### src/rtl/aud_xbar_pkg.sv
`timescale 1ns/1ps
package aud_xbar_pkg;

    localparam int WORD_W = 32;
    localparam int ADDR_W = 6;
    localparam int IDX_W  = 3;
    localparam int SPAN   = 1 << IDX_W;
    localparam int MASK_W = 8;

    localparam logic [ADDR_W-1:0] SHARED_OFS = 6'h38;
    localparam logic [WORD_W-1:0] TIM_RESET  = 32'h0000_0800;

    typedef enum logic [1:0] {
        MODE_DIRECT = 2'd0,
        MODE_NET    = 2'd1,
        MODE_RSV2   = 2'd2,
        MODE_RSV3   = 2'd3
    } rx_mode_e;

    typedef struct packed {
        logic             from_rx;
        logic [IDX_W-1:0] port;
    } sel_t;

    typedef struct packed {
        logic        tfs_drv;
        sel_t        tfs_src;
        logic        tck_drv;
        sel_t        tck_src;
        logic        rfs_drv;
        sel_t        rfs_src;
        logic        rck_drv;
        sel_t        rck_src;
        logic        sync_en;
        logic [10:0] rsvd;
    } timing_w_t;

    typedef struct packed {
        logic [15:0]       rsvd_hi;
        logic [IDX_W-1:0]  rxd_src;
        logic              swap;
        logic [1:0]        rsvd_mid;
        rx_mode_e          mode;
        logic [MASK_W-1:0] excl_mask;
    } data_w_t;

    function automatic timing_w_t tim_keep(logic [WORD_W-1:0] w);
        timing_w_t t;
        t = timing_w_t'(w);
        t.rsvd = '0;
        return t;
    endfunction

    function automatic data_w_t dat_keep(logic [WORD_W-1:0] w);
        data_w_t d;
        d = data_w_t'(w);
        d.rsvd_hi  = '0;
        d.rsvd_mid = '0;
        return d;
    endfunction

    function automatic logic pick_src(sel_t s, logic [SPAN-1:0] txv, logic [SPAN-1:0] rxv);
        return s.from_rx ? rxv[s.port] : txv[s.port];
    endfunction

endpackage

### src/rtl/aud_xbar_regs.sv
`timescale 1ns/1ps
module aud_xbar_regs
    import aud_xbar_pkg::*;
#(
    parameter int NPORT = 7
) (
    input  logic              clk,
    input  logic              rst,
    input  logic              wr_en,
    input  logic [ADDR_W-1:0] wr_addr,
    input  logic [WORD_W-1:0] wr_data,
    input  logic [ADDR_W-1:0] rd_addr,
    input  logic [NPORT-1:0]  port_clr,
    output logic [WORD_W-1:0] rd_data,
    output timing_w_t         tim_q [NPORT],
    output data_w_t           dat_q [NPORT]
);

    localparam int ROW_LSB = 3;

    logic [WORD_W-1:0] shared_q;
    logic              wr_ok;
    logic [IDX_W-1:0]  wr_row;

    assign wr_ok  = wr_en && (wr_addr[1:0] == 2'b00);
    assign wr_row = wr_addr[ADDR_W-1:ROW_LSB];

    always_ff @(posedge clk) begin
        if (rst) begin
            for (int p = 0; p < NPORT; p++) begin
                tim_q[p] <= timing_w_t'(TIM_RESET);
                dat_q[p] <= '0;
            end
            shared_q <= '0;
        end else begin
            for (int p = 0; p < NPORT; p++) begin
                if (port_clr[p]) begin
                    tim_q[p] <= '0;
                    dat_q[p] <= '0;
                end else if (wr_ok && wr_row == IDX_W'(p)) begin
                    if (wr_addr[2]) dat_q[p] <= dat_keep(wr_data);
                    else            tim_q[p] <= tim_keep(wr_data);
                end
            end
            if (wr_ok && wr_addr == SHARED_OFS) shared_q <= wr_data;
        end
    end

    always_comb begin
        rd_data = '0;
        if (rd_addr[1:0] == 2'b00) begin
            if (rd_addr == SHARED_OFS) begin
                rd_data = shared_q;
            end else begin
                for (int p = 0; p < NPORT; p++) begin
                    if (rd_addr[ADDR_W-1:ROW_LSB] == IDX_W'(p))
                        rd_data = rd_addr[2] ? WORD_W'(dat_q[p]) : WORD_W'(tim_q[p]);
                end
            end
        end
    end

    for (genvar g = 0; g < NPORT; g++) begin : g_clr_chk

        port_clear_chk: assert property (@(posedge clk) disable iff (rst)
            port_clr[g] |=> (tim_q[g] == '0 && dat_q[g] == '0));
    end

endmodule

### src/rtl/aud_xbar_port_route.sv
`timescale 1ns/1ps
module aud_xbar_port_route
    import aud_xbar_pkg::*;
#(
    parameter int NPORT = 7
) (
    input  logic            clk,
    input  logic            rst,
    input  timing_w_t       tim,
    input  data_w_t         dat,
    input  logic [SPAN-1:0] tck_x,
    input  logic [SPAN-1:0] tfs_x,
    input  logic [SPAN-1:0] rck_x,
    input  logic [SPAN-1:0] rfs_x,
    input  logic [SPAN-1:0] txd_x,
    output logic            tck_o,
    output logic            tck_oe,
    output logic            tfs_o,
    output logic            tfs_oe,
    output logic            rck_o,
    output logic            rck_oe,
    output logic            rfs_o,
    output logic            rfs_oe,
    output logic            pina_o,
    output logic            pina_oe,
    output logic            pinb_o,
    output logic            pinb_oe
);

    logic tck_v, tfs_v, rck_v, rfs_v;
    logic rck_en, rfs_en;
    logic net_and, rxd_v;
    logic unused_ok;

    assign unused_ok = ^{tim.rsvd, dat.rsvd_hi, dat.rsvd_mid, dat.excl_mask[MASK_W-1:NPORT]};

    // timing selection; synchronous mode reuses the transmit path
    always_comb begin
        tck_v  = pick_src(tim.tck_src, tck_x, rck_x);
        tfs_v  = pick_src(tim.tfs_src, tfs_x, rfs_x);
        rck_v  = tim.sync_en ? tck_v : pick_src(tim.rck_src, tck_x, rck_x);
        rfs_v  = tim.sync_en ? tfs_v : pick_src(tim.rfs_src, tfs_x, rfs_x);
        rck_en = tim.sync_en ? tim.tck_drv : tim.rck_drv;
        rfs_en = tim.sync_en ? tim.tfs_drv : tim.rfs_drv;
    end

    assign tck_oe = tim.tck_drv;
    assign tfs_oe = tim.tfs_drv;
    assign rck_oe = rck_en;
    assign rfs_oe = rfs_en;
    assign tck_o  = tim.tck_drv & tck_v;
    assign tfs_o  = tim.tfs_drv & tfs_v;
    assign rck_o  = rck_en & rck_v;
    assign rfs_o  = rfs_en & rfs_v;

    // masked wired-AND over included ports
    always_comb begin
        net_and = 1'b1;
        for (int k = 0; k < NPORT; k++) begin
            if (!dat.excl_mask[k]) net_and &= txd_x[k];
        end
    end

    assign rxd_v   = (dat.mode == MODE_NET) ? net_and : txd_x[dat.rxd_src];
    assign pina_oe = dat.swap;
    assign pinb_oe = ~dat.swap;
    assign pina_o  = dat.swap & rxd_v;
    assign pinb_o  = ~dat.swap & rxd_v;


    sync_mirror_chk: assert property (@(posedge clk) disable iff (rst)
        tim.sync_en |-> (rck_o == tck_o && rfs_o == tfs_o && rck_oe == tck_oe && rfs_oe == tfs_oe));


    idle_low_chk: assert property (@(posedge clk) disable iff (rst)
        (!tck_oe |-> !tck_o) and (!rfs_oe |-> !rfs_o));


    pin_role_chk: assert property (@(posedge clk) disable iff (rst)
        $countones({pina_oe, pinb_oe}) == 1 && !(pina_oe ? pinb_o : pina_o));


    net_empty_chk: assert property (@(posedge clk) disable iff (rst)
        (dat.mode == MODE_NET && (&dat.excl_mask[NPORT-1:0])) |-> (pina_oe ? pina_o : pinb_o));

endmodule

### src/rtl/aud_route_xbar.sv
`timescale 1ns/1ps
module aud_route_xbar
    import aud_xbar_pkg::*;
#(
    parameter int NPORT = 7
) (
    input  logic              clk,
    input  logic              rst,
    input  logic              wr_en,
    input  logic [ADDR_W-1:0] wr_addr,
    input  logic [WORD_W-1:0] wr_data,
    input  logic [ADDR_W-1:0] rd_addr,
    output logic [WORD_W-1:0] rd_data,
    input  logic [NPORT-1:0]  port_clr,
    input  logic [NPORT-1:0]  tck_i,
    input  logic [NPORT-1:0]  tfs_i,
    input  logic [NPORT-1:0]  rck_i,
    input  logic [NPORT-1:0]  rfs_i,
    input  logic [NPORT-1:0]  pina_i,
    input  logic [NPORT-1:0]  pinb_i,
    output logic [NPORT-1:0]  tck_o,
    output logic [NPORT-1:0]  tck_oe,
    output logic [NPORT-1:0]  tfs_o,
    output logic [NPORT-1:0]  tfs_oe,
    output logic [NPORT-1:0]  rck_o,
    output logic [NPORT-1:0]  rck_oe,
    output logic [NPORT-1:0]  rfs_o,
    output logic [NPORT-1:0]  rfs_oe,
    output logic [NPORT-1:0]  pina_o,
    output logic [NPORT-1:0]  pina_oe,
    output logic [NPORT-1:0]  pinb_o,
    output logic [NPORT-1:0]  pinb_oe
);

    localparam int PAD_W = SPAN - NPORT;

    timing_w_t        tim_q [NPORT];
    data_w_t          dat_q [NPORT];
    logic [NPORT-1:0] txd_v;
    logic [SPAN-1:0]  tck_x, tfs_x, rck_x, rfs_x, txd_x;

    aud_xbar_regs #(.NPORT(NPORT)) u_regs (
        .clk      (clk),
        .rst      (rst),
        .wr_en    (wr_en),
        .wr_addr  (wr_addr),
        .wr_data  (wr_data),
        .rd_addr  (rd_addr),
        .port_clr (port_clr),
        .rd_data  (rd_data),
        .tim_q    (tim_q),
        .dat_q    (dat_q)
    );

    for (genvar g = 0; g < NPORT; g++) begin : g_txd
        assign txd_v[g] = dat_q[g].swap ? pinb_i[g] : pina_i[g];
    end

    // widen to the full selector span; absent ports read as 0
    assign tck_x = {{PAD_W{1'b0}}, tck_i};
    assign tfs_x = {{PAD_W{1'b0}}, tfs_i};
    assign rck_x = {{PAD_W{1'b0}}, rck_i};
    assign rfs_x = {{PAD_W{1'b0}}, rfs_i};
    assign txd_x = {{PAD_W{1'b0}}, txd_v};

    for (genvar g = 0; g < NPORT; g++) begin : g_port
        aud_xbar_port_route #(.NPORT(NPORT)) u_route (
            .clk     (clk),
            .rst     (rst),
            .tim     (tim_q[g]),
            .dat     (dat_q[g]),
            .tck_x   (tck_x),
            .tfs_x   (tfs_x),
            .rck_x   (rck_x),
            .rfs_x   (rfs_x),
            .txd_x   (txd_x),
            .tck_o   (tck_o[g]),
            .tck_oe  (tck_oe[g]),
            .tfs_o   (tfs_o[g]),
            .tfs_oe  (tfs_oe[g]),
            .rck_o   (rck_o[g]),
            .rck_oe  (rck_oe[g]),
            .rfs_o   (rfs_o[g]),
            .rfs_oe  (rfs_oe[g]),
            .pina_o  (pina_o[g]),
            .pina_oe (pina_oe[g]),
            .pinb_o  (pinb_o[g]),
            .pinb_oe (pinb_oe[g])
        );
    end

endmodule

### config.mk
export PLATFORM = sky130hd
export DESIGN_NAME = aud_route_xbar
export DESIGN_NICKNAME = d
export VERILOG_FILES = /design/src/rtl/aud_xbar_pkg.sv /design/src/rtl/aud_xbar_regs.sv /design/src/rtl/aud_xbar_port_route.sv /design/src/rtl/aud_route_xbar.sv
export SDC_FILE = /design/constraint.sdc
export NUM_CORES = 1
export LEC_CHECK = 0
export ABC_AREA = 1
export CORE_MARGIN = 2
export CORE_UTILIZATION = 45
export CTS_CLUSTER_DIAMETER = 60
export DETAILED_ROUTE_END_ITERATION = 8
export PLACE_DENSITY = 0.67
export SYNTH_ARGS = -nofsm -noshare
export SYNTH_HDL_FRONTEND = slang
export SYNTH_SLANG_ARGS = --single-unit
### constraint.sdc
create_clock -name clk -period 3.9 [get_ports clk]
set_input_delay 0.78 -clock clk [delete_from_list [all_inputs] [get_ports clk]]
set_output_delay 0.78 -clock clk [all_outputs]
set_load 0.01 [all_outputs]
==> impl_metrics.yaml <==
cts:
  clock_latency_ns: 0.56
  cts_tree: "built"
  htreeDepth: 2
  clock-root-buffer: "clkbuf_16"
  numCtsBuffers: 38
  hold_buffers: 0
  clk_pin_slew_worst_paths_ns: 0.06
  cts_sinks: 277
  clock_path_buffers: 3
finish:
  final_layout_size_suffix_gt1_share_pct: 8.61
  fin_nets: 3087
  stdcell_area_mm2: 0.0219
  syn_to_final_growth_pct: 23.4
  utilization_pct: 56.4
  fillers: 3870
yosys:
  synth_fa_ha_area_share_pct: 0
  synth-async-reset-ratio_pct: 0
  ys_types: 37
  synthesis.area_mm2: 0.0178
  muxShareOfSynthArea_pct: 0
  avgSynthCellArea_um2: 6.20
  synth_top_family_by_area: "compound AO/OA/AOI/OAI gates"
  syn_nets: 2960
  synth-edff-count: 0
  syn_inst: 2864
  synthXorXnorAreaFrac_pct: 0
  synth_simple_gate_area_share_pct: 25.4
  ys_seq_elements: 277
  ys.flop_type: "dfxtp_1"
  synth_seq_area_share_pct: 31.2
  synth_compound_gate_area_share_pct: 29.3
  yosys_warnings: 0
worst_setup_path:
  cpPeakStageDelay_ns: 0.53
  cp-start-kind: "primary input"
  worst_ep_arrival_time_ns: 3.08
  reg2reg_slack_ns: 2.82
  r2r_end: "u_regs.tim_q[178]"
  worstReg2RegStart: "u_regs.tim_q[178]"
  cp_common_cell: "nand2_1"
  setup.worst_path.end_class: "primary output"
  worst_path_max_delay_cell: "clkdlybuf4s50_1"
  critical_path_class: "in2out"
  critical-path-top-delay-family: "buffers and inverters"
  r2r_cells: 2
  worst-path-max-fanout: 8
  critPathBufInv: 6
  cp-startpoint: "rd_addr[5]"
  crit_path_cell_trace: "clkdlybuf4s50_1 > buf_12 > nor3_4 > buf_12 > clkbuf_16 > nand2_1 > nand3_1 > nand2_1 > nand2_1 > nand2_1 > nand3_1 > nand2_1 > inv_1 > clkdlybuf4s50_1"
  required_ns: 3.12
place:
  hpwlAfterDp_um: 59100
  placed_cell_area_mm2: 0.0204
  port_buffers: 211
  gp_congestion: 0.977
timing:
  tns_ns: 0
  setup_viol: 0
  worst_slew_pin_slew_ns: 0.941
  max_freq_mhz: 259
  hold_ws_ns: 0.459
  hold_viol_final: 0
  rsz0062_at_grt: "yes"
  fin_skew_ns: 0
  drv_slew: 0
  finalCriticalPeriod_ns: 3.86
  finalCritPeriodShare_pct: 99.0
  slew_headroom_pct: 37.2
floorplan:
  start_util_pct: 45.7
  die_area_mm2: 0.0411
  fp-row-count: 72
  die_h_um: 203
  die-width_um: 203
  io_pins: 212
  coreArea_mm2: 0.0388
power_and_ir_drop:
  power.leakage_nw: 8.83
  total_power_mw: 7.52
  power.density_mw_per_mm2: 343
  vdd_ir_drop_max_v: 0.000371
min_path:
  hold_start: "u_regs.shared_q[29]"
  hp-class: "reg2reg"
  min_path_cells: 2
  hold_end: "u_regs.shared_q[29]"
grt:
  grt_pass1_wl_um: 120000
  grt_max_degree: 65
  antenna_found_initial: 1
  globalRoute.totalOverflow: 0
  grt_pass1_vias: 19501
  grt_use_total_pct: 38.5
route:
  first_pass_iters: 7
  routed_wl_um: 81400
  routedWlPerCell_um: 23.0
  drc_errors: 0
  drtAntennaViolNets: 0
  drt-initial-drc-count: 2663
  avgViaCountPerCell: 6.03
  dr_total_vias: 21347
outcome:
  outcome: "completed"
run:
  maxCapViolations: 0
cell type report:
type,count,area (um^2),share of cell area [%]
clock buffer,49,1070,4.90
multi-input combinational,2026,9750,44.5
timing repair buffer,360,3570,16.3
clock inverter,18,225,1.03
inverter,288,1090,4.98
tap,518,648,2.96
antenna,2,5.00,0.0228
sequential,277,5550,25.3
report_power, final:
group          internal [mW]  switching (mW)
Clock                   2.22            1.45
Combinational          0.352           0.624
Sequential              2.84          0.0202
kinds of logic (layout without fill, tap and decap cells):
logic type,after synthesis,after routing
compound gates,993,993
flops,277,277
other cells,0,2
simple gates,1033,1033
buf+inv,561,715
cell usage in the layout, fill, tap and decap left out, types with 4 or more instances in the layout:
| cell | count |
|---|---|
| nor3_1 | 5 |
| nand3_1 | 353 |
| dlymetal6s2s_1 | 13 |
| nor2_1 | 153 |
| inv_1 | 264 |
| a31oi_1 | 28 |
| inv_2 | 11 |
| clkbuf_16 | 40 |
| o211ai_1 | 45 |
| o22ai_1 | 21 |
| buf_12 | 23 |
| inv_6 | 6 |
| a211oi_1 | 9 |
| dfxtp_1 | 277 |
| clkbuf_1 | 4 |
| o21ai_1 | 16 |
| a21oi_1 | 425 |
| or2_2 | 6 |
| clkdlybuf4s50_1 | 195 |
| bufinv_16 | 4 |
| nand4_1 | 11 |
| clkbuf_8 | 6 |
| nand3b_1 | 13 |
| nor2_2 | 15 |
| a21boi_0 | 6 |
| o21ai_0 | 436 |
| nand2_1 | 461 |
| clkinvlp_4 | 7 |
| clkinv_1 | 10 |
| buf_4 | 123 |
flip-flops by register name (all words and copies together), names as in the netlist:
register and cells:
u_regs.dat_q 98, u_regs.shared_q 32, u_regs.tim_q 147
metrics by stage:
stage | std cells | worst slack (ns)
finish | 3538 | 0.0377
detailed placement | 3459 | -0.0548
CTS | 3526 | 0.0185
global placement | 3459 | -0.0181
global route | 3536 | -0.0708
floorplan | 2864 | 1.10
layer usage:
metal  up-vias  global-route usage [%]  share of wire (%)  wire length (um)
li1       9884                       -                  -                 -
met1      9865                    51.4                 40             32500
met2      1368                    60.3                 44             35700
met3       230                    6.53                 11              9100
met4         0                    18.4                5.0              4060
met5         -                       0                  0                 0
worst max-delay path by stage:
stage | endpoint | slack (ns) | cells past startpoint
floorplan | rd_data[12] | 1.10 | 9
global placement | rd_data[18] | -0.02 | 12
detailed placement | rd_data[18] | -0.05 | 13
CTS | rd_data[9] | 0.02 | 14
global route | rck_o[4] | -0.07 | 10
finish | rd_data[30] | 0.04 | 14
worst reg2reg max path, stage by stage (launching register included):
cell     delay (ns)
dfxtp_1        0.70
inv_1          0.17
a21oi_1        0.15
timing repair:
item                       4_1_cts  5_1_grt
setup endpoints to repair       10       20
pin swaps                        0        1
buffers inserted                 0        9
gates cloned                     0        1
resized for setup                4       22
Yosys cell counts, types with 3 or more instances:
library cell	instances	share of area, %
buf_4	86	3.6
o21ai_1	15	0.42
buf_2	40	1.1
nor2_1	162	3.4
a211oi_1	9	0.38
clkinv_1	10	0.21
or2_0	3	0.11
o22ai_1	21	0.74
nor2_2	7	0.25
dfxtp_1	277	31
nand3_1	353	9.9
a31oi_1	28	0.99
a21oi_1	425	12
buf_1	4	0.085
or2_2	6	0.21
nand2_2	3	0.11
nand3b_1	13	0.55
nand4_1	11	0.39
o211ai_1	45	1.9
nand2_1	462	9.8
nor3_1	5	0.14
inv_2	12	0.25
inv_1	266	5.6
o31ai_1	3	0.13
clkbuf_1	137	2.9
a21boi_0	6	0.25
clkbuf_2	4	0.11
o21ai_0	437	12
Power figures use the tool's default switching activity.
